===== src/rtl/mdio_pkg.sv =====
package mdio_pkg;
  localparam int unsigned FRAME_W = 64;
  typedef logic [FRAME_W-1:0] frame_t;

  localparam logic [5:0] LAST_IDX    = 6'd63;
  localparam logic [5:0] RD_DRIVE    = 6'd46;  // bits driven by master on a read
  localparam logic [5:0] RD_CAP_FROM = 6'd47;  // turnaround low bit onwards

  localparam logic [1:0] SOF     = 2'b01;
  localparam logic [1:0] OP_RD   = 2'b10;
  localparam logic [1:0] OP_WR   = 2'b01;
  localparam logic [1:0] TA_WR   = 2'b10;

  typedef enum logic {ST_IDLE, ST_SHIFT} eng_state_e;
endpackage


===== src/rtl/mdio_clk_div.sv =====
module mdio_clk_div #(
  parameter int unsigned HALF_DIV = 40
) (
  input  logic clk_i,
  input  logic rst_ni,
  input  logic run_i,
  output logic mdc_o,
  output logic rise_o,
  output logic fall_o
);
  localparam int unsigned CW = (HALF_DIV > 1) ? $clog2(HALF_DIV) : 1;
  localparam logic [CW-1:0] TERM = CW'(HALF_DIV - 1);

  logic [CW-1:0] cnt_q;
  logic          mdc_q;
  logic          wrap;

  assign wrap = run_i && (cnt_q == TERM);

  always_ff @(posedge clk_i or negedge rst_ni) begin
    if (!rst_ni) begin
      cnt_q <= '0;
      mdc_q <= 1'b0;
    end else if (!run_i) begin
      cnt_q <= '0;
      mdc_q <= 1'b0;
    end else if (wrap) begin
      cnt_q <= '0;
      mdc_q <= ~mdc_q;
    end else begin
      cnt_q <= cnt_q + 1'b1;
    end
  end

  assign mdc_o  = mdc_q;
  assign rise_o = wrap & ~mdc_q;
  assign fall_o = wrap & mdc_q;
endmodule


===== src/rtl/mdio_frame_fmt.sv =====
module mdio_frame_fmt
  import mdio_pkg::*;
(
  input  logic        rd_i,
  input  logic [4:0]  phy_addr_i,
  input  logic [4:0]  reg_addr_i,
  input  logic [15:0] wdata_i,
  output frame_t      frame_o
);
  logic [31:0] body;

  always_comb begin
    if (rd_i) body = {SOF, OP_RD, phy_addr_i, reg_addr_i, 18'h0};
    else      body = {SOF, OP_WR, phy_addr_i, reg_addr_i, TA_WR, wdata_i};
  end

  // preamble built by replication
  assign frame_o = {{32{1'b1}}, body};
endmodule


===== src/rtl/mdio_engine.sv =====
module mdio_engine
  import mdio_pkg::*;
(
  input  logic        clk_i,
  input  logic        rst_ni,
  input  logic        start_i,
  input  logic        rd_i,
  input  frame_t      frame_i,
  input  logic        rise_i,
  input  logic        fall_i,
  input  logic        mdio_i,
  output logic        busy_o,
  output logic        mdo_o,
  output logic        oe_o,
  output logic        done_o,
  output logic        err_o,
  output logic [15:0] rdata_o
);
  eng_state_e  state_q;
  frame_t      frame_q;
  logic [5:0]  idx_q;
  logic [5:0]  idx_nx;
  logic        rd_q;
  logic [16:0] cap_q;

  assign idx_nx = idx_q + 6'd1;

  always_ff @(posedge clk_i or negedge rst_ni) begin
    if (!rst_ni) begin
      state_q <= ST_IDLE;
      frame_q <= '0;
      idx_q   <= '0;
      rd_q    <= 1'b0;
      cap_q   <= '0;
      mdo_o   <= 1'b1;
      oe_o    <= 1'b0;
      done_o  <= 1'b0;
      err_o   <= 1'b0;
      rdata_o <= '0;
    end else begin
      done_o <= 1'b0;
      unique case (state_q)
        ST_IDLE: begin
          if (start_i) begin
            state_q <= ST_SHIFT;
            frame_q <= frame_i;
            rd_q    <= rd_i;
            idx_q   <= '0;
            mdo_o   <= frame_i[FRAME_W-1];
            oe_o    <= 1'b1;
          end
        end
        ST_SHIFT: begin
          if (rise_i && rd_q && (idx_q >= RD_CAP_FROM))
            cap_q <= {cap_q[15:0], mdio_i};
          if (fall_i) begin
            if (idx_q == LAST_IDX) begin
              state_q <= ST_IDLE;
              oe_o    <= 1'b0;
              mdo_o   <= 1'b1;
              done_o  <= 1'b1;
              if (rd_q) begin
                err_o   <= cap_q[16];
                rdata_o <= cap_q[16] ? 16'h0 : cap_q[15:0];
              end else begin
                err_o <= 1'b0;
              end
            end else begin
              idx_q   <= idx_nx;
              frame_q <= frame_q << 1;
              mdo_o   <= frame_q[FRAME_W-2];
              oe_o    <= !rd_q || (idx_nx < RD_DRIVE);
            end
          end
        end
        default: state_q <= ST_IDLE;
      endcase
    end
  end

  assign busy_o = (state_q == ST_SHIFT);
endmodule


===== src/rtl/mdio_master.sv =====
module mdio_master
  import mdio_pkg::*;
#(
  parameter int unsigned HALF_DIV = 40
) (
  input  logic        clk_i,
  input  logic        rst_ni,
  input  logic        start_i,
  input  logic        rd_i,
  input  logic [4:0]  phy_addr_i,
  input  logic [4:0]  reg_addr_i,
  input  logic [15:0] wdata_i,
  output logic        busy_o,
  output logic        done_o,
  output logic        err_o,
  output logic [15:0] rdata_o,
  output logic        mdc_o,
  output logic        mdio_o,
  output logic        mdio_oe_o,
  input  logic        mdio_i
);
  frame_t frame;
  logic   rise, fall;

  mdio_frame_fmt u_fmt (
    .rd_i       (rd_i),
    .phy_addr_i (phy_addr_i),
    .reg_addr_i (reg_addr_i),
    .wdata_i    (wdata_i),
    .frame_o    (frame)
  );

  mdio_clk_div #(.HALF_DIV(HALF_DIV)) u_div (
    .clk_i  (clk_i),
    .rst_ni (rst_ni),
    .run_i  (busy_o),
    .mdc_o  (mdc_o),
    .rise_o (rise),
    .fall_o (fall)
  );

  mdio_engine u_eng (
    .clk_i   (clk_i),
    .rst_ni  (rst_ni),
    .start_i (start_i),
    .rd_i    (rd_i),
    .frame_i (frame),
    .rise_i  (rise),
    .fall_i  (fall),
    .mdio_i  (mdio_i),
    .busy_o  (busy_o),
    .mdo_o   (mdio_o),
    .oe_o    (mdio_oe_o),
    .done_o  (done_o),
    .err_o   (err_o),
    .rdata_o (rdata_o)
  );
endmodule


===== config.mk =====
export PLATFORM = sky130hd
export DESIGN_NAME = mdio_master
export DESIGN_NICKNAME = d
export VERILOG_FILES = /design/src/rtl/mdio_pkg.sv /design/src/rtl/mdio_clk_div.sv /design/src/rtl/mdio_frame_fmt.sv /design/src/rtl/mdio_engine.sv /design/src/rtl/mdio_master.sv
export SDC_FILE = /design/constraint.sdc
export NUM_CORES = 1
export LEC_CHECK = 0
export CORE_MARGIN = 8
export CORE_UTILIZATION = 34
export CTS_BUF_LIST = sky130_fd_sc_hd__clkbuf_8
export DETAILED_ROUTE_END_ITERATION = 8
export PLACE_DENSITY = 0.51
export RECOVER_POWER = 50
export SYNTH_ARGS = -nofsm -noshare
export SYNTH_HDL_FRONTEND = slang
export SYNTH_SLANG_ARGS = --single-unit

===== constraint.sdc =====
create_clock -name clk_i -period 2.5 [get_ports clk_i]
set_input_delay 0.375 -clock clk_i [delete_from_list [all_inputs] [get_ports clk_i]]
set_output_delay 0.375 -clock clk_i [all_outputs]
set_load 0.1 [all_outputs]

==> results of run 1 <==
critical path: cells and delay by family (launching register included):
family	cells	cell delay, ns
compound gates	2	0.83
fa+ha+maj	1	0.24
buf+inv	1	0.25
flops	1	0.38
simple gates	3	0.41
power breakdown:
part           leakage (uW)  total [uW]  internal (uW)  switching (uW)
Sequential          0.00135        1920           1900            21.6
Combinational       0.00122         158           78.2            80.0
Clock              0.000248        2060           1330             727
Total               0.00282        4140           3310             829
per-layer routing:
metal | track usage | routed length (um) | vias up
li1 | - | - | 1696
met1 | 0.142 | 4680 | 1694
met2 | 0.188 | 4840 | 56
met3 | 0.0419 | 483 | 9
met4 | 0.0471 | 118 | 0
met5 | 0 | 0 | -
what timing repair did:
action / in CTS / in global routing
hold endpoints to repair: 32 / 0
resized for setup: 0 / 0
hold buffers: 1 / 0
endpoints found under the setup margin: 0 / 0
buffers inserted: 0 / 0
cells by family after synthesis:
family          after synthesis  share of synthesized area
simple gates                150                      0.146
flops                       115                      0.574
compound gates               91                      0.115
buf+inv                      48                     0.0482
mux                          44                      0.104
xor+xnor                      5                    0.00874
fa+ha+maj                     2                    0.00499
flip-flops by register name, summed over array words and instances (netlist names):
register / cells
u_eng.frame_q: 63
u_eng.busy_o: 1
u_eng.idx_q: 6
u_div.mdc_o: 1
u_eng.rdata_o: 16
u_eng.mdo_o: 1
u_eng.oe_o: 1
u_eng.done_o: 1
u_eng.rd_q: 1
u_eng.err_o: 1
u_div.cnt_q: 6
u_eng.cap_q: 17
stage by stage:
stage	std cells	power (uW)
3_5_place_dp	674	2120
5_1_grt	707	4330
4_1_cts	707	4220
2_1_floorplan	455	2010
3_3_place_gp	674	2120
6_report	707	4140
cell usage in the layout, fill, tap and decap left out, types with 17 or more instances in the layout:
cell | Yosys | routed
dfrtp_1 | 114 | 113
inv_1 | 22 | 22
nand2_1 | 29 | 29
clkdlybuf4s50_1 | 0 | 29
buf_4 | 4 | 17
nor2_1 | 63 | 63
a21oi_1 | 18 | 18
mux2_2 | 23 | 23
o21ai_0 | 24 | 24
a31oi_1 | 20 | 20
nor2b_1 | 18 | 18
clkbuf_8 | 0 | 26
final timing paths:
check | endpoint | slack [ns] | cells after the start
max | u_eng.frame_q[34]$_DFFE_PN0P_ | 0.30 | 7
min | u_div.cnt_q[0]$_DFF_PN0_ | 0.47 | 1
max reg2reg | u_eng.frame_q[34]$_DFFE_PN0P_ | 0.30 | 7
min reg2reg | u_div.cnt_q[0]$_DFF_PN0_ | 0.47 | 1
max in group asynchronous | u_eng.frame_q[7]$_DFFE_PN0P_ | 1.13 | 3
min in group asynchronous | u_div.cnt_q[4]$_DFF_PN0_ | 0.62 | 2
area by class of cell:
| class | count | area (um2) | area share |
|---|---|---|---|
| clock buffer | 26 | 358 | 0.0581 |
| multi-input combinational | 292 | 1900 | 0.309 |
| sequential | 115 | 2880 | 0.468 |
| inverter | 22 | 82.6 | 0.0134 |
| tap | 184 | 230 | 0.0374 |
| timing repair buffer | 62 | 567 | 0.0921 |
| clock inverter | 6 | 136 | 0.0222 |
==> flow_metrics.env, run 1 <==
export IMPL_yosysWarnings=0
export IMPL_cap_violations=0
export IMPL_drt_iter0_markers=201
export IMPL_slew_viol_final=0
export IMPL_drc=0
export IMPL_initial_utilization=0.346
export IMPL_layout_drive_gt1_share=0.189
export IMPL_hold_slack_ns=0.473
export IMPL_final_setup_worst_slack_ns=0.297
export IMPL_relSlewSlack=0.219
export IMPL_grt_antenna_before_repair=0
export IMPL_drt_total_wl_um=10100
export IMPL_period_needed_ns=2.20
export IMPL_p_per_area_mw_per_mm2=673
export IMPL_dr_total_vias=3455
export IMPL_grt_max_degree=75
export IMPL_netlist_instances=455
export IMPL_ys_seq_area_frac=0.574
export IMPL_grt_pass1_wl_um=17400
export IMPL_cts_buffer_depth=2
export IMPL_synth_area_top_cells="dfrtp_1 57%, mux2_2 5.2%, nor2_1 4.7%"
export IMPL_slowest_stage="o21ai_4"
export IMPL_gp_congestion=0.695
export IMPL_drt_vias_per_instance=4.89
export IMPL_cp_start_kind="flip-flop"
export IMPL_skew_ns=0.00868
export IMPL_htreeDepth=4
export IMPL_clock_sinks=115
export IMPL_cts_buffers=17
export IMPL_fmax_mhz=454
export IMPL_avgSynthCellArea_um2=11.0
export IMPL_nNetsFinal=543
export IMPL_synth_common_cells="114 x dfrtp_1, 63 x nor2_1, 29 x nand2_1"
export IMPL_synth_top_cell_area_share=0.569
export IMPL_dieHeight_um=137
export IMPL_cp_cell_sequence="ha_1, and3_1, nand2_2, o21ai_4, buf_12, nor2_1, a31oi_1"
export IMPL_cp_end_kind="flip-flop"
export IMPL_critical_path_max_stage_delay_ns=0.70
export IMPL_core_area_mm2=0.0145
export IMPL_clk_pin_slew_ns=0.07
export IMPL_p_leak_uw=0.00282
export IMPL_r2r_start="u_div.cnt_q[0]$_DFF_PN0_"
export IMPL_critPathKind="flip-flop to flip-flop"
export IMPL_path_max_fanout=33
export IMPL_wl_per_cell_um=14.3
export IMPL_cp_startpoint="u_div.cnt_q[0]$_DFF_PN0_"
export IMPL_worstHoldStart="u_div.cnt_q[0]$_DFF_PN0_"
export IMPL_yosys_register_bits=115
export IMPL_vdd_drop_max_mv=0.365
export IMPL_rows=44
export IMPL_min_path_type="flip-flop to flip-flop"
export IMPL_preCtsSetupSlack_ns=0.307
export IMPL_synth_edff_count=0
export IMPL_fin_util=0.425
export IMPL_worstMarginPinSlew_ns=1.18
export IMPL_yosysMostFrequentCell="dfrtp_1"
export IMPL_dp_hpwl_um=6590
export IMPL_area_growth_pct=22.8
export IMPL_clk_latency_ns=0.43
export IMPL_required_ns=2.85
export IMPL_outcome="complete, no violations"
export IMPL_grt_overflow_total=0
export IMPL_setup_viol=0
export IMPL_async_reset_ff_frac=1.00
export IMPL_synth_top_area_cell="dfrtp_1"
export IMPL_cts_root_buf="clkbuf_8"
export IMPL_nFillCells=1390
export IMPL_tns_ns=0
export IMPL_syn_nets=488
export IMPL_design_area_mm2=0.00615
export IMPL_ys_types=44
export IMPL_place_area_mm2=0.00569
export IMPL_dieArea_mm2=0.0189
export IMPL_hold_violations=0
export IMPL_syn_area_mm2=0.00501
export IMPL_ys_flop_type="dfrtp_1"
export IMPL_diodes=0
export IMPL_arrival_ns=2.55
export IMPL_rsz0062_at_grt="no"
export IMPL_cts_tree="yes"
export IMPL_drt_pass1_iter_count=4
export IMPL_drtAntennaViolNets=0
export IMPL_grt_total_usage=0.118
export IMPL_die_w_um=137
export IMPL_fin_crit_sh=0.881
export IMPL_io_buffer_count=52
export IMPL_grt_pass1_vias=3606
export IMPL_ioPinCount=53
(Power assumes the default switching activity.)
==> run 2, diff against run 1 <==
Settings changed: CORE_MARGIN 8 to unset, PLACE_DENSITY 0.51 to unset, TNS_END_PERCENT set to 30.
==> flow_metrics.env, run 2 (synthesized netlist as in run 1, its figures left out) <==
export IMPL_ioPinCount=53
export IMPL_grt_total_usage=0.140
export IMPL_drt_pass1_iter_count=5
export IMPL_area_growth_pct=22.5
export IMPL_post_cts_buffers=0
export IMPL_final_common_cell="dfrtp_1"
export IMPL_dieHeight_um=123
export IMPL_relSlewSlack=0.220
export IMPL_slew_viol_final=0
export IMPL_hold_slack_ns=0.473
export IMPL_critPathKind="flip-flop to flip-flop"
export IMPL_fmax_mhz=479
export IMPL_cp_cell_sequence="clkbuf_2, nor2b_1, a21oi_4, buf_12, a221oi_1, nor2_1"
export IMPL_rsz0062_at_grt="no"
export IMPL_clock_sinks=115
export IMPL_hold_violations=0
export IMPL_clk_pin_slew_ns=0.07
export IMPL_tns_ns=0
export IMPL_design_area_mm2=0.00614
export IMPL_cts_buffer_depth=2
export IMPL_drc=0
export IMPL_cap_violations=0
export IMPL_grt_max_degree=75
export IMPL_vdd_drop_max_mv=0.293
export IMPL_largest_reg_flops=63
export IMPL_path_max_fanout=74
export IMPL_cts_root_buf="clkbuf_8"
export IMPL_core_area_mm2=0.0145
export IMPL_wl_per_cell_um=13.4
export IMPL_cts_tree="yes"
export IMPL_min_path_type="flip-flop to flip-flop"
export IMPL_drt_total_wl_um=9480
export IMPL_io_buffer_count=52
export IMPL_arrival_ns=2.41
export IMPL_cp_start_kind="flip-flop"
export IMPL_place_area_mm2=0.00567
export IMPL_max_flop_register="u_eng.frame_q"
export IMPL_htreeDepth=4
export IMPL_nNetsFinal=543
export IMPL_drt_vias_per_instance=4.91
export IMPL_layout_common_cells="113 x dfrtp_1, 63 x nor2_1, 29 x nand2_1, 29 x clkdlybuf4s50_1, 24 x o21ai_0"
export IMPL_gp_congestion=0.845
export IMPL_p_leak_uw=0.00282
export IMPL_skew_ns=0.00829
export IMPL_place_inst=674
export IMPL_outcome="complete, no violations"
export IMPL_rows=44
export IMPL_layout_drive_gt1_share=0.189
export IMPL_dp_hpwl_um=6130
export IMPL_grt_overflow_total=0
export IMPL_required_ns=2.82
export IMPL_worstMarginPinSlew_ns=1.18
export IMPL_grt_antenna_before_repair=0
export IMPL_grt_pass1_vias=3385
export IMPL_drt_iter0_markers=189
export IMPL_diodes=0
export IMPL_biggestRegsByFlops="u_eng.frame_q (63), u_eng.cap_q (17), u_eng.rdata_o (16)"
export IMPL_p_per_area_mw_per_mm2=691
export IMPL_drtAntennaViolNets=0
export IMPL_cts_buffers=17
export IMPL_period_needed_ns=2.09
export IMPL_critical_path_max_stage_delay_ns=0.47
export IMPL_clk_latency_ns=0.44
export IMPL_initial_utilization=0.346
export IMPL_instances_no_fill=707
export IMPL_cp_end_kind="flip-flop"
export IMPL_slowest_stage="nor2b_1"
export IMPL_dieArea_mm2=0.0152
export IMPL_power_uw=4240
export IMPL_fin_crit_sh=0.835
export IMPL_die_w_um=123
export IMPL_grt_pass1_wl_um=16100
export IMPL_dr_total_vias=3473
export IMPL_setup_viol=0
==> run 2: per-stage QoR <==
step	setup slack (ns)	util
floorplan	0.105	-
global placement	0.495	0.392
detailed placement	0.440	0.392
finish	0.412	0.424
CTS	0.441	0.428
global route	0.198	0.424
==> run 2: where the power goes <==
| group | switching (uW) | internal (uW) | total [uW] | leakage (uW) |
|---|---|---|---|---|
| Combinational | 77.6 | 73.5 | 151 | 0.00121 |
| Clock | 766 | 1400 | 2170 | 0.000252 |
| Sequential | 21.5 | 1900 | 1920 | 0.00135 |
==> run 2: worst max-delay path: cells and delay by family (launching register included) <==
kind	cells	cell delay, ns
compound gates	2	0.32
simple gates	2	0.54
buf+inv	2	0.67
flops	1	0.42
==> run 2: area by class of cell <==
class	instances	area, um2
inverter	22	82.6
multi-input combinational	292	1900
fill	1361	8340
clock inverter	11	223
tap	184	230
sequential	115	2880
timing repair buffer	62	537
clock buffer	21	289
==> run 2: final timing paths <==
path	start	endpoint	slack, ns	cells after the start
max	u_eng.busy_o$_DFF_PN0_	u_eng.frame_q[1]$_DFFE_PN0P_	0.41	6
min	u_eng.frame_q[0]$_DFFE_PN0P_	u_eng.frame_q[0]$_DFFE_PN0P_	0.47	2
max reg2reg	u_eng.busy_o$_DFF_PN0_	u_eng.frame_q[1]$_DFFE_PN0P_	0.41	6
min reg2reg	u_eng.frame_q[0]$_DFFE_PN0P_	u_eng.frame_q[0]$_DFFE_PN0P_	0.47	2
max in group asynchronous	rst_ni	u_eng.done_o$_DFF_PN0_	0.63	3
min in group asynchronous	rst_ni	u_eng.rdata_o[7]$_DFFE_PN0P_	0.63	2
==> run 2: layer usage <==
layer  track usage  part of all wire  wire length [um]  vias to the layer above
li1              -                 -                 -                     1690
met1         0.175              0.46              4400                     1694
met2         0.216              0.47              4480                       72
met3        0.0461             0.043               409                       17
met4        0.0693             0.020               193                        0
met5             0                 0                 0                        -
==> run 2: repair_timing <==
| item | CTS | global route |
|---|---|---|
| hold buffers | 1 | 0 |
| endpoints found under the hold margin | 36 | 0 |
| gates resized for setup | 0 | 0 |
